<file path="src/rtl/cnm_pkg.sv">
package cnm_pkg;
  localparam int NIB_W      = 4;
  localparam int RAM_DEPTH  = 512;
  localparam int RAM_AW     = $clog2(RAM_DEPTH);
  localparam int BANK_REG_W = 4;
  localparam int PAGE_OFS_W = 14;
  localparam logic [NIB_W-1:0] ARM_KEY = 4'hA;
  localparam logic [BANK_REG_W-1:0] BANK_RST = 4'd1;

  typedef enum logic [1:0] {
    WIN_NONE,
    WIN_ROM_LO,
    WIN_ROM_HI,
    WIN_NRAM
  } win_e;
endpackage

</file>
<file path="src/rtl/cnm_rst_sync.sv">
module cnm_rst_sync (
  input  logic clk,
  input  logic rst_n,
  output logic rst_sync_n
);
  logic [1:0] stage_q;

  always_ff @(posedge clk or negedge rst_n) begin
    if (!rst_n) stage_q <= 2'b00;
    else        stage_q <= {stage_q[0], 1'b1};
  end

  assign rst_sync_n = stage_q[1];
endmodule

</file>
<file path="src/rtl/cnm_decode.sv">
module cnm_decode
  import cnm_pkg::*;
(
  input  logic [2:0] addr_top,
  input  logic       addr_sel,
  input  logic       wr,
  output win_e       win,
  output logic       arm_wr,
  output logic       bank_wr,
  output logic       nram_wr
);
  always_comb begin
    unique case (addr_top)
      3'b000, 3'b001: win = WIN_ROM_LO;
      3'b010, 3'b011: win = WIN_ROM_HI;
      3'b101:         win = WIN_NRAM;
      default:        win = WIN_NONE;
    endcase
  end

  always_comb begin
    arm_wr  = wr && (win == WIN_ROM_LO) && !addr_sel;
    bank_wr = wr && (win == WIN_ROM_LO) &&  addr_sel;
    nram_wr = wr && (win == WIN_NRAM);
  end
endmodule

</file>
<file path="src/rtl/cnm_ctrl.sv">
module cnm_ctrl
  import cnm_pkg::*;
(
  input  logic                  clk,
  input  logic                  rst_n,
  input  logic                  arm_wr,
  input  logic                  bank_wr,
  input  logic [NIB_W-1:0]      wnib,
  output logic                  armed,
  output logic [BANK_REG_W-1:0] bank
);
  logic                  armed_q, armed_nxt;
  logic [BANK_REG_W-1:0] bank_q, bank_nxt;

  always_comb begin
    armed_nxt = (wnib == ARM_KEY);
    bank_nxt  = (wnib == '0) ? BANK_RST : wnib;
  end

  always_ff @(posedge clk or negedge rst_n) begin
    if (!rst_n) begin
      armed_q <= 1'b0;
      bank_q  <= BANK_RST;
    end else begin
      if (arm_wr)  armed_q <= armed_nxt;
      if (bank_wr) bank_q  <= bank_nxt;
    end
  end

  assign armed = armed_q;
  assign bank  = bank_q;


  arm_hold_chk: assert property (@(posedge clk) disable iff (!rst_n)
    !arm_wr |=> $stable(armed_q));

  bank_hold_chk: assert property (@(posedge clk) disable iff (!rst_n)
    !bank_wr |=> $stable(bank_q));

  arm_key_chk: assert property (@(posedge clk) disable iff (!rst_n)
    arm_wr |=> (armed_q == ($past(wnib) == ARM_KEY)));

  bank_nonzero_chk: assert property (@(posedge clk) disable iff (!rst_n)
    bank_q != '0);
endmodule

</file>
<file path="src/rtl/cnm_nib_ram.sv">
module cnm_nib_ram #(
  parameter int DEPTH = 512,
  parameter int W     = 4,
  localparam int AW   = $clog2(DEPTH)
) (
  input  logic          clk,
  input  logic          we,
  input  logic [AW-1:0] waddr,
  input  logic [W-1:0]  wdata,
  input  logic [AW-1:0] raddr,
  output logic [W-1:0]  rdata
);
  logic [W-1:0] mem [DEPTH];

  always_ff @(posedge clk) begin
    if (we) mem[waddr] <= wdata;
  end

  assign rdata = mem[raddr];
endmodule

</file>
<file path="src/rtl/cart_nibble_mapper.sv">
module cart_nibble_mapper
  import cnm_pkg::*;
#(
  parameter int ROM_BANKS = 16,
  localparam int BANK_AW  = $clog2(ROM_BANKS),
  localparam int ROM_AW   = PAGE_OFS_W + BANK_AW
) (
  input  logic              clk,
  input  logic              rst_n,
  input  logic [15:0]       bus_addr,
  input  logic              bus_wr,
  input  logic [7:0]        bus_wdata,
  output logic              rom_sel,
  output logic [ROM_AW-1:0] rom_addr,
  output logic              ram_sel,
  output logic [7:0]        rd_data
);
  logic                  rst_sync_n;
  win_e                  win;
  logic                  arm_wr, bank_wr, nram_wr, nram_we, armed;
  logic [BANK_REG_W-1:0] bank;
  logic [NIB_W-1:0]      nib_rd;

  cnm_rst_sync u_rst (
    .clk        (clk),
    .rst_n      (rst_n),
    .rst_sync_n (rst_sync_n)
  );

  cnm_decode u_dec (
    .addr_top (bus_addr[15:13]),
    .addr_sel (bus_addr[8]),
    .wr       (bus_wr),
    .win      (win),
    .arm_wr   (arm_wr),
    .bank_wr  (bank_wr),
    .nram_wr  (nram_wr)
  );

  cnm_ctrl u_ctrl (
    .clk     (clk),
    .rst_n   (rst_sync_n),
    .arm_wr  (arm_wr),
    .bank_wr (bank_wr),
    .wnib    (bus_wdata[NIB_W-1:0]),
    .armed   (armed),
    .bank    (bank)
  );

  assign nram_we = nram_wr && armed;

  cnm_nib_ram #(.DEPTH(RAM_DEPTH), .W(NIB_W)) u_ram (
    .clk   (clk),
    .we    (nram_we),
    .waddr (bus_addr[RAM_AW-1:0]),
    .wdata (bus_wdata[NIB_W-1:0]),
    .raddr (bus_addr[RAM_AW-1:0]),
    .rdata (nib_rd)
  );

  always_comb begin
    rom_sel = (win == WIN_ROM_LO) || (win == WIN_ROM_HI);
    ram_sel = (win == WIN_NRAM);
    unique case (win)
      WIN_ROM_LO: rom_addr = {{BANK_AW{1'b0}}, bus_addr[PAGE_OFS_W-1:0]};
      WIN_ROM_HI: rom_addr = {bank[BANK_AW-1:0], bus_addr[PAGE_OFS_W-1:0]};
      default:    rom_addr = '0;
    endcase
    if (ram_sel && armed) rd_data = {4'hF, nib_rd};
    else                  rd_data = 8'hFF;
  end


  off_read_chk: assert property (@(posedge clk) disable iff (!rst_sync_n)
    (ram_sel && !armed) |-> (rd_data == 8'hFF));

  hi_ones_chk: assert property (@(posedge clk) disable iff (!rst_sync_n)
    ram_sel |-> (rd_data[7:4] == 4'hF));

  lo_pass_chk: assert property (@(posedge clk) disable iff (!rst_sync_n)
    (rom_sel && !bus_addr[14]) |-> (rom_addr == ROM_AW'(bus_addr[13:0])));

  sel_excl_chk: assert property (@(posedge clk) disable iff (!rst_sync_n)
    $onehot0({rom_sel, ram_sel}));

  bank_load_chk: assert property (@(posedge clk) disable iff (!rst_sync_n)
    (bank_wr && bus_wdata[3:0] != 4'h0) |=> ({4'h0, bank} == ($past(bus_wdata) & 8'h0F)));
endmodule

</file>
<file path="config.mk">
export PLATFORM = sky130hd
export DESIGN_NAME = cart_nibble_mapper
export DESIGN_NICKNAME = d
export VERILOG_FILES = /design/src/rtl/cnm_pkg.sv /design/src/rtl/cnm_rst_sync.sv /design/src/rtl/cnm_decode.sv /design/src/rtl/cnm_ctrl.sv /design/src/rtl/cnm_nib_ram.sv /design/src/rtl/cart_nibble_mapper.sv
export SDC_FILE = /design/constraint.sdc
export NUM_CORES = 2
export LEC_CHECK = 0
export ABC_AREA = 1
export CAP_MARGIN = 20
export CORE_MARGIN = 1
export CORE_UTILIZATION = 50
export CTS_CLUSTER_SIZE = 30
export DETAILED_ROUTE_END_ITERATION = 10
export PLACE_DENSITY = 0.72
export RECOVER_POWER = 25
export SLEW_MARGIN = 40
export SYNTH_ARGS = -nofsm -noshare
export SYNTH_HDL_FRONTEND = slang
export SYNTH_SLANG_ARGS = --single-unit
</file>
<file path="constraint.sdc">
create_clock -name clk -period 4.1 [get_ports clk]
set_clock_uncertainty 0.15 [all_clocks]
set_input_delay 1.23 -clock clk [delete_from_list [all_inputs] [get_ports clk]]
set_output_delay 1.23 -clock clk [all_outputs]
set_load 0.1 [all_outputs]
</file>
==> flow_summary_export.csv <==
group,metric,value,unit
sta,final-setup-viol-count,221,
yosys,synth-edff-count,2048,
placement,pre_cts_slack,-1.23,ns
clock_tree,clkSinkCount,2055,
yosys,syn_avg_cell_area,11.1,µm²
sta,finalHoldViolCount,0,
worst_setup_path,worstPathMaxFanout,8,
drt,vias_per_cell,5.64,
run,drv_cap,6,
drt,vias,61100,
layout,layout.nets,8507,
sta,finalMaxSlewViolations,342,
yosys,synthFlopType,"edfxtp_1",
drt,routed_wl,246000,µm
clock_tree,cts.htree.levels,4,
global_route,antenna_found_initial,6,
clock_tree,cts_tree,"yes",
layout,drive_above_1_share,0.181,
worst_setup_path,start_kind,"primary input",
sta,period_share,1.24,
layout,layout_common_cells,"nand2_1 (3613), edfxtp_1 (2048), buf_4 (882), nor2_1 (731), nand4_1 (209)",
global_route,grt_pass1_vias,59500,
yosys,yosysSeqAreaShare,0.736,
yosys,synth_cell_type_count,28,
sta,max_freq,197,MHz
worst_setup_path,end_kind,"output port",
sta,fin_crit,5.08,ns
floorplanning,die_area,169000,µm²
layout,final_common_cell,"nand2_1",
clock_tree,clk_pin_slew,0.06,ns
worst_setup_path,path_class,"primary input to output port",
power,vdd_ir_drop_max,0.435,mV
outcome,violations,"max-capacitance violations, max-slew violations, negative setup slack",
power,leakage,39.5,nW
placement,hpwlAfterDp,151000,µm
worst_setup_path,crit_required,2.72,ns
sta,grt_setup_unrepaired,"yes",
yosys,synth_area_leader_cell,"edfxtp_1",
power,power_density,425,nW/µm²
placement,routabilityCongestion,0.926,
drt,antenna_left,0,
drt,drtIter0Drc,8169,
clock_tree,cts-root-buf,"clkbuf_16",
floorplanning,core,166000,µm²
worst_hold_path,min_path_type,"register to async pin",
layout,area_growth,22.5,%
floorplanning,die_y,411,µm
drt,avgRoutedWirePerCell,22.8,µm
global_route,track_usage,0.289,
yosys,syn_inst,7564,
worst_setup_path,worstPathArrival,3.70,ns
clock_tree,cts_made_buffers,194,
power,power,43.6,mW
outcome,status,"finished with violations",
drt,drc,0,
global_route,grt_pass1_wl,365000,µm
global_route,grt-ovfl-total,0,
yosys,syn_area,83700,µm²
placement,io_buffer_count,46,
yosys,yosys-top-cells-area,"edfxtp_1 (73%), nand2_1 (16%), nor2_1 (3.6%)",
drt,drtPass1Iterations,7,
yosys,ys_seq_elements,2055,
clock_tree,worstSkewPairLatency,0.84,ns
floorplanning,rows,149,
sta,setup_slack,-0.978,ns
sta,worst_slew_pin_slew,3.34,ns
floorplanning,die_x,411,µm
yosys,synth.top_cell.area_share,0.734,
global_route,grt_max_degree,114,
floorplanning,io_pins,55,
yosys,yosysWarnings,0,
clock_tree,clk_path_buf_depth,3,
floorplanning,start_util,0.506,
yosys,ys_async_sr_fraction,0.00341,
sta,max-slew-margin-rel,-1.22,
==> layer usage <==
| layer | global-route usage | up-vias | wire length, µm |
|---|---|---|---|
| li1 | - | 27200 | - |
| met1 | 0.384 | 29100 | 91300 |
| met2 | 0.460 | 4001 | 114000 |
| met3 | 0.0566 | 739 | 28800 |
| met4 | 0.136 | 2 | 12400 |
| met5 | 0 | - | 13 |
==> cell type report <==
type	count	area, µm²
clock inverter	109	978
sequential	2055	61700
antenna	2	5.00
fill	12100	63000
timing repair buffer	1136	11000
tap	2189	2740
clock buffer	238	5060
inverter	33	186
multi-input combinational	5057	21000
==> worst max-delay path, stage by stage <==
cell and delay, ns:
buf_16 0.14, clkinv_8 0.06, nor2_4 0.10, buf_6 0.16, buf_12 0.19, buf_16 0.19, buf_12 0.13, clkbuf_16 0.14
nand2_2 0.05, nand3_1 0.08, nand2_1 0.07, nand2_1 0.08, nor2_1 0.05, nor2_1 0.17, nor2_1 0.08, nand2_2 0.19
nand2_2 0.11, nand2_2 0.08, nor2_4 0.04, nand3_4 0.12, buf_12 0.19
==> stage by stage <==
stage / hold slack [ns] / cell area, µm² / TNS (ns) / util / std cells
after floorplan: -0.0967 / 84600 / -2.46 / - / 7568
after global placement: -0.0666 / 95500 / -62.04 / 0.577 / 10400
after detailed placement: -0.0620 / 95500 / -167.29 / 0.577 / 10400
after CTS: 0.0687 / 103000 / -3.34 / 0.620 / 10800
after global routing: 0.0951 / 103000 / -49.15 / 0.620 / 10800
final: 0.0728 / 103000 / -39.64 / 0.620 / 10800
==> cells in the mapped netlist, drive strengths merged, types with 6 or more instances <==
library cell and number:
nor3 22, a21oi 89, buf 278, nand2 3679, inv 28, nand4 209
clkbuf 145, a22oi 16, o21ai 110, dfrtp 6, nor2 809, nand3 113
edfxtp 2048
==> what timing repair did <==
action,CTS,global route
endpoints found under the setup margin,23,19
gates cloned,6,5
buffers inserted,43,0
gates resized for setup,167,47
pin swaps,62,36
endpoints found under the hold margin,4,0
hold buffers,1,0
==> final timing paths <==
path	from	slack (ns)	endpoint	cells past startpoint
max	bus_addr[1]	-0.98	rd_data[0]	21
min	u_rst.stage_q[1]$_DFF_PN0_	0.07	u_ctrl.bank[0]$_DFFE_PN1P_	0
max reg2reg	u_ctrl.armed$_DFFE_PN0P_	1.55	u_ram.mem[182][0]$_DFFE_PP_	9
min reg2reg	u_rst.stage_q[1]$_DFF_PN0_	0.07	u_ctrl.bank[0]$_DFFE_PN1P_	0
max in group asynchronous	u_rst.stage_q[1]$_DFF_PN0_	3.10	u_ctrl.bank[1]$_DFFE_PN0P_	1
min in group clk	u_rst.stage_q[0]$_DFF_PN0_	0.21	u_rst.stage_q[1]$_DFF_PN0_	0
==> report_power, final <==
group	switching (mW)	internal, mW	total, mW
clock	7.75	9.54	17.3
sequential	0.00624	23.1	23.1
combinational	2.16	1.00	3.16
total	9.92	33.7	43.6
==> kinds of logic after synthesis <==
family                   after synthesis  share of synthesized area
AO/OA/AOI/OAI                        217                     0.0135
adder cells (fa/ha/maj)                3                   0.000448
buffers and inverters                456                     0.0243
flip-flops                          2055                      0.736
other                                  1                  0.0000448
AND/OR/NAND/NOR                     4832                      0.225
==> sequential cells by signal, indices dropped and copies added, names as in the netlist <==
signal         flops
u_rst.stage_q      2
u_ctrl.bank        4
u_ram.mem       2048
u_ctrl.armed       1
Power figures use the tool's default switching activity.
